--- src/rtl/spr_dma_pkg.sv ---
`timescale 1ns/1ps
package spr_dma_pkg;

  typedef enum logic [1:0] {
    ST_IDLE   = 2'd0,
    ST_LEAD   = 2'd1,
    ST_STREAM = 2'd2
  } dma_state_e;

  function automatic int unsigned max_u(input int unsigned a, input int unsigned b);
    return (a > b) ? a : b;
  endfunction

endpackage

--- src/rtl/spr_dma_start_gate.sv ---
`timescale 1ns/1ps
module spr_dma_start_gate #(
  parameter int unsigned ADDR_W     = 16,
  parameter int unsigned BASE_LIMIT = 32'hF100
) (
  input  logic              start,
  input  logic [ADDR_W-1:0] start_base,
  output logic              accept
);
  localparam logic [63:0] ADDR_MAX   = (64'd1 << ADDR_W) - 64'd1;
  localparam bit          FULL_RANGE = (64'(BASE_LIMIT) >= ADDR_MAX);

  generate
    if (FULL_RANGE) begin : g_open
      assign accept = start;
    end else begin : g_limited
      assign accept = start && (64'(start_base) <= 64'(BASE_LIMIT));
    end
  endgenerate
endmodule

--- src/rtl/spr_dma_pacer.sv ---
`timescale 1ns/1ps
module spr_dma_pacer
  import spr_dma_pkg::*;
#(
  parameter int unsigned FIRST_GAP = 8,
  parameter int unsigned STEP_GAP  = 4
) (
  input  logic clk,
  input  logic rst,
  input  logic load,
  input  logic tick,
  input  logic active,
  output logic fire
);
  localparam int unsigned GAP_W = $clog2(max_u(FIRST_GAP, STEP_GAP) + 1);

  logic [GAP_W-1:0] gap_q;
  logic             expiring;

  assign expiring = (gap_q == GAP_W'(1));
  assign fire     = active && tick && expiring && !load;

  always_ff @(posedge clk) begin
    if (rst) begin
      gap_q <= '0;
    end else if (load) begin
      gap_q <= GAP_W'(FIRST_GAP);
    end else if (active && tick) begin
      if (expiring) gap_q <= GAP_W'(STEP_GAP);
      else          gap_q <= gap_q - GAP_W'(1);
    end
  end
endmodule

--- src/rtl/spr_dma_ctrl.sv ---
`timescale 1ns/1ps
module spr_dma_ctrl
  import spr_dma_pkg::*;
#(
  parameter int unsigned XFER_LEN = 160
) (
  input  logic clk,
  input  logic rst,
  input  logic load,
  input  logic fire,
  output logic busy,
  output logic done
);
  localparam int unsigned CNT_W = $clog2(XFER_LEN + 1);

  dma_state_e       state_q;
  logic [CNT_W-1:0] remaining_q;
  logic             done_q;
  logic             final_step;

  assign final_step = (remaining_q == CNT_W'(1));

  always_ff @(posedge clk) begin
    if (rst) begin
      state_q     <= ST_IDLE;
      remaining_q <= '0;
      done_q      <= 1'b0;
    end else begin
      done_q <= 1'b0;
      if (load) begin
        state_q     <= ST_LEAD;
        remaining_q <= CNT_W'(XFER_LEN);
      end else if (fire) begin
        remaining_q <= remaining_q - CNT_W'(1);
        if (final_step) begin
          state_q <= ST_IDLE;
          done_q  <= 1'b1;
        end else begin
          state_q <= ST_STREAM;
        end
      end
    end
  end

  assign busy = (state_q != ST_IDLE);
  assign done = done_q;
endmodule

--- src/rtl/spr_dma_datapath.sv ---
`timescale 1ns/1ps
module spr_dma_datapath #(
  parameter int unsigned ADDR_W = 16,
  parameter int unsigned DATA_W = 8,
  parameter int unsigned IDX_W  = 8
) (
  input  logic              clk,
  input  logic              rst,
  input  logic              load,
  input  logic              fire,
  input  logic [ADDR_W-1:0] start_base,
  input  logic [DATA_W-1:0] src_data,
  output logic [ADDR_W-1:0] src_addr,
  output logic              spr_we,
  output logic [IDX_W-1:0]  spr_idx,
  output logic [DATA_W-1:0] spr_wdata
);
  logic [ADDR_W-1:0] ptr_q;
  logic [IDX_W-1:0]  dst_q;
  logic              we_q;
  logic [IDX_W-1:0]  idx_q;
  logic [DATA_W-1:0] wdata_q;

  always_ff @(posedge clk) begin
    if (rst) begin
      ptr_q <= '0;
      dst_q <= '0;
    end else if (load) begin
      ptr_q <= start_base;
      dst_q <= '0;
    end else if (fire) begin
      ptr_q <= ptr_q + ADDR_W'(1);
      dst_q <= dst_q + IDX_W'(1);
    end
  end

  always_ff @(posedge clk) begin
    if (rst) begin
      we_q    <= 1'b0;
      idx_q   <= '0;
      wdata_q <= '0;
    end else begin
      we_q <= fire;
      if (fire) begin
        idx_q   <= dst_q;
        wdata_q <= src_data;
      end
    end
  end

  assign src_addr  = ptr_q;
  assign spr_we    = we_q;
  assign spr_idx   = idx_q;
  assign spr_wdata = wdata_q;
endmodule

--- src/rtl/spr_dma_engine.sv ---
`timescale 1ns/1ps
module spr_dma_engine #(
  parameter int unsigned ADDR_W     = 16,
  parameter int unsigned DATA_W     = 8,
  parameter int unsigned XFER_LEN   = 160,
  parameter int unsigned FIRST_GAP  = 8,
  parameter int unsigned STEP_GAP   = 4,
  parameter int unsigned BASE_LIMIT = 32'hF100
) (
  input  logic                        clk,
  input  logic                        rst,
  input  logic                        tick,
  input  logic                        start,
  input  logic [ADDR_W-1:0]           start_base,
  output logic [ADDR_W-1:0]           src_addr,
  input  logic [DATA_W-1:0]           src_data,
  output logic                        spr_we,
  output logic [$clog2(XFER_LEN)-1:0] spr_idx,
  output logic [DATA_W-1:0]           spr_wdata,
  output logic                        busy,
  output logic                        done
);
  localparam int unsigned IDX_W = $clog2(XFER_LEN);

  logic load;
  logic fire;

  spr_dma_start_gate #(.ADDR_W(ADDR_W), .BASE_LIMIT(BASE_LIMIT)) u_gate (
    .start      (start),
    .start_base (start_base),
    .accept     (load)
  );

  spr_dma_pacer #(.FIRST_GAP(FIRST_GAP), .STEP_GAP(STEP_GAP)) u_pacer (
    .clk    (clk),
    .rst    (rst),
    .load   (load),
    .tick   (tick),
    .active (busy),
    .fire   (fire)
  );

  spr_dma_ctrl #(.XFER_LEN(XFER_LEN)) u_ctrl (
    .clk  (clk),
    .rst  (rst),
    .load (load),
    .fire (fire),
    .busy (busy),
    .done (done)
  );

  spr_dma_datapath #(.ADDR_W(ADDR_W), .DATA_W(DATA_W), .IDX_W(IDX_W)) u_dp (
    .clk        (clk),
    .rst        (rst),
    .load       (load),
    .fire       (fire),
    .start_base (start_base),
    .src_data   (src_data),
    .src_addr   (src_addr),
    .spr_we     (spr_we),
    .spr_idx    (spr_idx),
    .spr_wdata  (spr_wdata)
  );
endmodule

--- config.mk ---
export PLATFORM = sky130hd
export DESIGN_NAME = spr_dma_engine
export DESIGN_NICKNAME = d
export VERILOG_FILES = /design/src/rtl/spr_dma_pkg.sv /design/src/rtl/spr_dma_start_gate.sv /design/src/rtl/spr_dma_pacer.sv /design/src/rtl/spr_dma_ctrl.sv /design/src/rtl/spr_dma_datapath.sv /design/src/rtl/spr_dma_engine.sv
export SDC_FILE = /design/constraint.sdc
export NUM_CORES = 1
export LEC_CHECK = 0
export ABC_AREA = 1
export BUFFER_PORTS_ARGS = -buffer_cell sky130_fd_sc_hd__buf_2
export CORE_ASPECT_RATIO = 2
export CORE_MARGIN = 2
export CORE_UTILIZATION = 30
export DETAILED_ROUTE_END_ITERATION = 7
export GPL_TIMING_DRIVEN = 0
export PLACE_DENSITY_LB_ADDON = 0.1
export SYNTH_ARGS = -nofsm -noshare
export SYNTH_HDL_FRONTEND = slang
export SYNTH_SLANG_ARGS = --single-unit
--- constraint.sdc ---
create_clock -name clk -period 1.6 [get_ports clk]
set_clock_uncertainty 0.2 [all_clocks]
set_input_delay 0.24 -clock clk [delete_from_list [all_inputs] [get_ports clk]]
set_output_delay 0.24 -clock clk [all_outputs]
set_load 0.03 [all_outputs]
==> flow_summary.yaml, run 1 <==
critical_path:
  worstSetupEndpointType: "register"
  path_max_fanout: 6
  cp_slowest_cell: "dfxtp_2"
  crit_top_cell: "buf_6"
  crit_arrival_ns: 1.65
  crit_chain: "inv_2 > ha_4 > nand3_4 > nor2_8 > inv_4 > a21oi_4 > buf_6 > buf_6 > nand2_4 > nand2_2 > nor2_1"
  path_class: "register to register"
  crit_family: "buffers and inverters"
  crit_buf_inv: 4
  start_kind: "register"
  cp.required_ns: 1.60
  cp_slowest_stage_delay_ns: 0.33
power_and_ir_drop:
  p_leak_nw: 1.90
  p_int_mw: 2.34
  sw_frac_of_total_pct: 26.1
  p_clk_share_pct: 41.1
  pwr-share-comb_pct: 12.4
  pwr-share-seq_pct: 46.4
  power_density_nw_per_um2: 775
  p_switching_mw: 0.828
  peakVddDrop_mv: 0.505
synthesis:
  ys_seq_area_share_pct: 38.0
  async_reset_ff_share_pct: 0
  ys.flop_type: "dfxtp_1"
  synth_edf_count: 0
  netlist_instances: 428
  synth_area_leaders: "dfxtp_1, nand2_1, nand3_1"
  synth_nets: 462
  yosysTopAreaCell: "dfxtp_1"
  synth_warnings: 0
  synth_area_sq_um: 2950
  ys_ff_latch: 56
  synth_area_per_cell_sq_um: 6.90
  synth_top_area_share_pct: 38.0
  yosysUniqueCellTypes: 33
clock_tree:
  numCtsBuffers: 5
  cts_root_buf: "clkbuf_16"
  tritoncts: "done"
  htree_levels: 2
  path_clk_slew_ns: 0.08
  clk_path_buf_depth: 2
  clkLatencyLatePin_ns: 0.30
  clkSinkCount: 56
place:
  placed_area_sq_um: 3460
  dp_slack_ns: -0.325
  io_buffer_count: 62
  dp_hpwl_um: 6840
  gp_congestion: 0.855
floorplanning:
  start_util_pct: 30.7
  die_h_um: 144
  ios: 63
  dieArea_sq_um: 10700
  core_area_sq_um: 9640
  num_rows: 51
  die_w_um: 74.2
global_routing:
  grt_max_degree: 17
  gr-total-overflow: 0
  grt_usage_pct: 17.7
  busiest_layer: "met2"
  first_global_vias: 2957
  grt_use_met2_pct: 36.0
  grt_pass1_wl_um: 14300
  met1_usage_pct: 16.5
  antenna_found_initial: 0
  met3_usage_pct: 2.30
drt:
  wl_per_cell_um: 14.2
  drc_errors: 0
  wirelength_um: 9300
  ant_nets: 0
  drt_first_pass_iters: 4
  routed-via-count: 3048
  drtIter0Drc: 99
  viasPerCell: 4.64
sta:
  timing.final.ws_setup_ns: -0.0462
  fin_crit_ns: 1.65
  min_period_over_period_pct: 103
  max-slew-margin-rel_pct: 56.0
  maxSlewViolCount: 0
  rsz0062_at_grt: "yes"
  setup_viol: 23
  fmax_mhz: 607
  hold_viol_final: 0
  tightest_slew_ns: 0.660
cells_and_area:
  final_cell_mix: "nand2_1, buf_2, nand3_1"
  final_common_cell: "nand2_1"
  drive_gt1_share_pct: 31.8
  nNetsFinal: 558
  n_antenna_cell: 0
  stdcell_area_sq_um: 4100
  area_delta_synth_final_pct: 38.6
job:
  maxCapViolations: 0
status:
  status: "finished, violations left"
  failed_checks: "negative setup slack"
worst_hold_path:
  hp-class: "input pin to register"
-- synth_stat cells, types with 2 or more instances --
cell / instances
inv_2: 3
nand2_2: 4
o21ai_1: 3
o21ai_0: 13
ha_1: 6
inv_1: 32
or2_2: 2
nand2_4: 2
dfxtp_1: 56
nand3_1: 50
a21o_1: 2
buf_6: 5
buf_2: 3
a21oi_1: 16
xnor2_1: 7
clkbuf_1: 3
nor2_1: 55
xor2_1: 11
nor3_1: 5
buf_4: 4
nand4_1: 7
a31oi_1: 2
buf_1: 2
nor2_2: 3
nand2_1: 124
-- worst register-to-register path, stage by stage, from the launching register on --
cell     delay [ns]
dfxtp_2        0.33
inv_2          0.07
ha_4           0.13
nand3_4        0.09
nor2_8         0.12
inv_4          0.05
a21oi_4        0.14
buf_6          0.18
buf_6          0.11
nand2_4        0.04
nand2_2        0.04
nor2_1         0.04
-- power groups by stage --
stage / clock (mW) / sequential (mW) / combinational, mW
after global routing: 1.38 / 1.48 / 0.436
after floorplan: 0 / 1.54 / 0.183
final: 1.31 / 1.47 / 0.395
after global placement: 0 / 1.50 / 0.351
after CTS: 1.33 / 1.47 / 0.384
after detailed placement: 0 / 1.50 / 0.353
-- through the flow --
stage | total power [mW] | cells | setup TNS, ns | utilization, % | hold slack [ns]
floorplan | 1.72 | 428 | 0 | - | 0.109
global placement | 1.85 | 622 | -11.10 | 35.9 | 0.249
detailed placement | 1.86 | 622 | -12.55 | 35.9 | 0.255
CTS | 3.19 | 651 | -2.36 | 40.6 | 0.0367
global route | 3.30 | 657 | -4.18 | 42.5 | 0.0737
finish | 3.17 | 657 | -0.434 | 42.5 | 0.0402
-- per-layer routing --
| metal | share of wire, % | routed length (um) |
|---|---|---|
| met5 | 0 | 0 |
| met4 | 2.8 | 256 |
| met3 | 3.1 | 287 |
| met2 | 58 | 5410 |
| met1 | 36 | 3340 |
-- cell type report --
cell class | instances | area [sq um]
Fill cell | 1070 | 5540
Multi-Input combinational cell | 320 | 1760
Sequential cell | 56 | 1140
Timing Repair Buffer | 89 | 572
Clock buffer | 8 | 178
Tap cell | 132 | 165
Buffer | 17 | 148
Inverter | 35 | 134
-- logic make-up (layout without fill, tap and decap cells) --
family          after synthesis  after routing  share of synthesized area (%)
simple gates                255            255                           37.4
flops                        56             56                           38.0
compound gates               41             41                           8.22
xor+xnor                     18             18                           5.34
buf+inv                      52            149                           8.51
fa+ha+maj                     6              6                           2.54
-- state kept, by name, indices dropped and copies added, names as in the netlist --
signal	cells
u_dp.spr_wdata	8
u_dp.spr_idx	8
u_ctrl.state_q	2
u_dp.spr_we	1
u_dp.dst_q	8
u_dp.src_addr	16
u_ctrl.done	1
u_ctrl.remaining_q	8
u_pacer.gap_q	4
-- worst paths after layout --
kind / start / endpoint / slack [ns] / depth (start not counted)
hold reg to reg: u_dp.spr_idx[4] / u_dp.spr_idx[4] / 0.26 / 2
hold / removal: start_base[5] / u_dp.src_addr[5] / 0.04 / 5
setup reg to reg: u_pacer.gap_q[1] / u_dp.spr_idx[0] / -0.05 / 11
setup / recovery: u_pacer.gap_q[1] / u_dp.spr_idx[0] / -0.05 / 11
-- repair_timing --
action | in CTS | in global routing
resized for setup | 23 | 53
endpoints found under the setup margin | 49 | 55
setup buffers | 11 | 5
gates cloned | 2 | 1
hold buffers | 8 | 0
pin swaps | 5 | 22
endpoints found under the hold margin | 8 | 0
(Power assumes the default switching activity.)
==> run 2, diff against run 1 <==
clock period = 2.04 ns   (was 1.6 ns; I/O delays follow)
==> run 2 against run 1 <==
Largest power group unchanged. The flow now finishes without violations. Non-clock buffer count shrank 27. Critical path type unchanged. Total power shrank 25%. Combinational power shrank 31%. Sequential power shrank 22%. Utilization shrank 5.2 points. Sequential share of layout area grew 3.3 points. Final cell count shrank 4.4%. Register-to-register slack gained 0.19 ns.
==> flow_summary.yaml, run 2 (synthesized netlist as in run 1, its figures left out) <==
status:
  status: "finished clean"
sta:
  fin_crit_ns: 1.90
  hold_viol_final: 0
  final.setup.tns_ns: 0
  rsz0062_at_grt: "no"
  maxSlewViolCount: 0
  max-slew-margin-rel_pct: 62.1
  tightest_slew_ns: 0.569
  min_period_over_period_pct: 93.0
  fmax_mhz: 527
  setup_viol: 0
clock_tree:
  cts-resized-gates: 0
  post_cts_buffers: 0
  tritoncts: "done"
  htree_levels: 2
  clk_path_buf_depth: 2
  path_clk_slew_ns: 0.07
  clkLatencyLatePin_ns: 0.30
  postCtsHoldBufs: 0
  numCtsBuffers: 5
  clkSinkCount: 56
  cts_root_buf: "clkbuf_16"
critical_path:
  path_class: "register to register"
  cp_slowest_cell: "dfxtp_1"
  crit_top_cell: "nand3_1"
  crit_arrival_ns: 1.89
  reg2reg_to: "u_dp.src_addr[13]"
  cp_slowest_stage_delay_ns: 0.52
  worstSetupEndpointType: "register"
  crit_family: "simple AND/OR/NAND/NOR gates"
  reg2reg_from: "u_dp.src_addr[6]"
  cp.required_ns: 2.03
  rrSetupSlack_ns: 0.14
  path_max_fanout: 7
  cp.depth: 7
  crit_chain: "nand2_1 > nor2_1 > nand3_1 > nor2_2 > nand3_1 > nand3_1 > nand2_1"
  ff2ff_path_depth: 7
  crit_buf_inv: 0
  start_kind: "register"
place:
  gp_congestion: 0.858
  io_buffer_count: 62
  dp_hpwl_um: 6690
global_routing:
  busiest_layer: "met2"
  grt_max_degree: 16
  antenna_found_initial: 0
  grt_usage_pct: 16.8
  gr-total-overflow: 0
  met1_usage_pct: 16.5
  grt_pass1_wl_um: 13600
  first_global_vias: 2783
  grt_use_met2_pct: 33.2
  met3_usage_pct: 2.16
cells_and_area:
  seqCellArea_sq_um: 1120
  final_cell_mix: "nand2_1, buf_2, dfxtp_1"
  final_common_cell: "nand2_1"
  multiInputGateArea_sq_um: 1590
  drive_gt1_share_pct: 20.8
  n_antenna_cell: 0
  num-fill-cells: 1058
  nNetsFinal: 531
  area_delta_synth_final_pct: 21.8
  largest_register_ffs: 16
floorplanning:
  die_w_um: 74.2
  ios: 63
  num_rows: 51
  start_util_pct: 30.7
  dieArea_sq_um: 10700
  core_area_sq_um: 9640
  die_h_um: 144
drt:
  wl_per_cell_um: 13.6
  ant_nets: 0
  drc_errors: 0
  viasPerCell: 4.67
  wirelength_um: 8550
  routed-via-count: 2934
  drtIter0Drc: 133
  drt_first_pass_iters: 6
worst_hold_path:
  worstHoldPathCells: 3
  hold_end: "u_dp.spr_wdata[7]"
  hp-class: "input pin to register"
  hp-start: "src_data[7]"
job:
  maxCapViolations: 0
power_and_ir_drop:
  power_density_nw_per_um2: 662
  p_total_mw: 2.38
  p_leak_nw: 1.70
  peakVddDrop_mv: 0.323
## run 2: changes by cell type in the layout (fill, tap and decap cells not counted), moves of 7 or more
| cell | change |
|---|---|
| buf_4 | -13 |
| dfxtp_1 | +12 |
| nand2_1 | +11 |
| dfxtp_2 | -10 |
| nor2_1 | +10 |
| dlygate4sd3_1 | -8 |
| nand2_2 | -8 |
| o21ai_0 | +8 |
| o21ai_1 | -8 |
| buf_6 | -7 |
## run 2: routing by layer
layer / up-vias / routed length (um) / part of all wire [%]
met3: 12 / 269 / 3.1
met5: - / 0 / 0
li1: 1492 / - / -
met4: 0 / 245 / 2.9
met1: 1364 / 3210 / 38
met2: 66 / 4820 / 56
## run 2: tightest hold or removal path, delay by kind of cell
family	cells	cell delay, ns
buf+inv	1	0.08
simple gates	1	0.07
compound gates	1	0.06
## run 2: power by group
| part | internal [mW] | switching (mW) | leakage, nW |
|---|---|---|---|
| combinational | 0.0969 | 0.175 | 1.17 |
| clock | 0.567 | 0.390 | 0.0757 |
| sequential | 1.12 | 0.0331 | 0.455 |
## run 2: how the worst max path moves through the flow
stage	slack (ns)	to	startpoint
floorplan	0.17	u_dp.src_addr[12]	u_dp.src_addr[1]
global placement	0.05	u_dp.src_addr[12]	u_dp.src_addr[1]
detailed placement	0.05	u_dp.src_addr[12]	u_dp.src_addr[0]
CTS	0.04	u_dp.src_addr[12]	u_dp.src_addr[0]
global route	0.00004	u_dp.spr_idx[3]	u_pacer.gap_q[1]
finish	0.14	u_dp.src_addr[13]	u_dp.src_addr[6]
## run 2: final cells by class
| type | count | share of cell area [%] |
|---|---|---|
| plain buffers | 17 | 3.41 |
| clock buffers | 5 | 3.48 |
| clock inverters | 1 | 0.835 |
| inverters | 35 | 3.65 |
| multi-input cells | 320 | 44.2 |
| flip-flops and latches | 56 | 31.2 |
| well taps | 132 | 4.59 |
| repair buffers | 62 | 8.63 |
## run 2: stage by stage
stage / std cells / hold slack, ns / setup WS [ns] / cell area, sq um / util [%]
after CTS: 628 / 0.0475 / 0.0367 / 3580 / 37.2
after global placement: 622 / 0.251 / 0.0544 / 3430 / 35.6
after detailed placement: 622 / 0.254 / 0.0532 / 3430 / 35.6
after floorplan: 428 / 0.175 / 0.166 / 2950 / -
final: 628 / 0.0520 / 0.142 / 3600 / 37.3
after global routing: 628 / 0.0611 / 0.0000446 / 3600 / 37.3
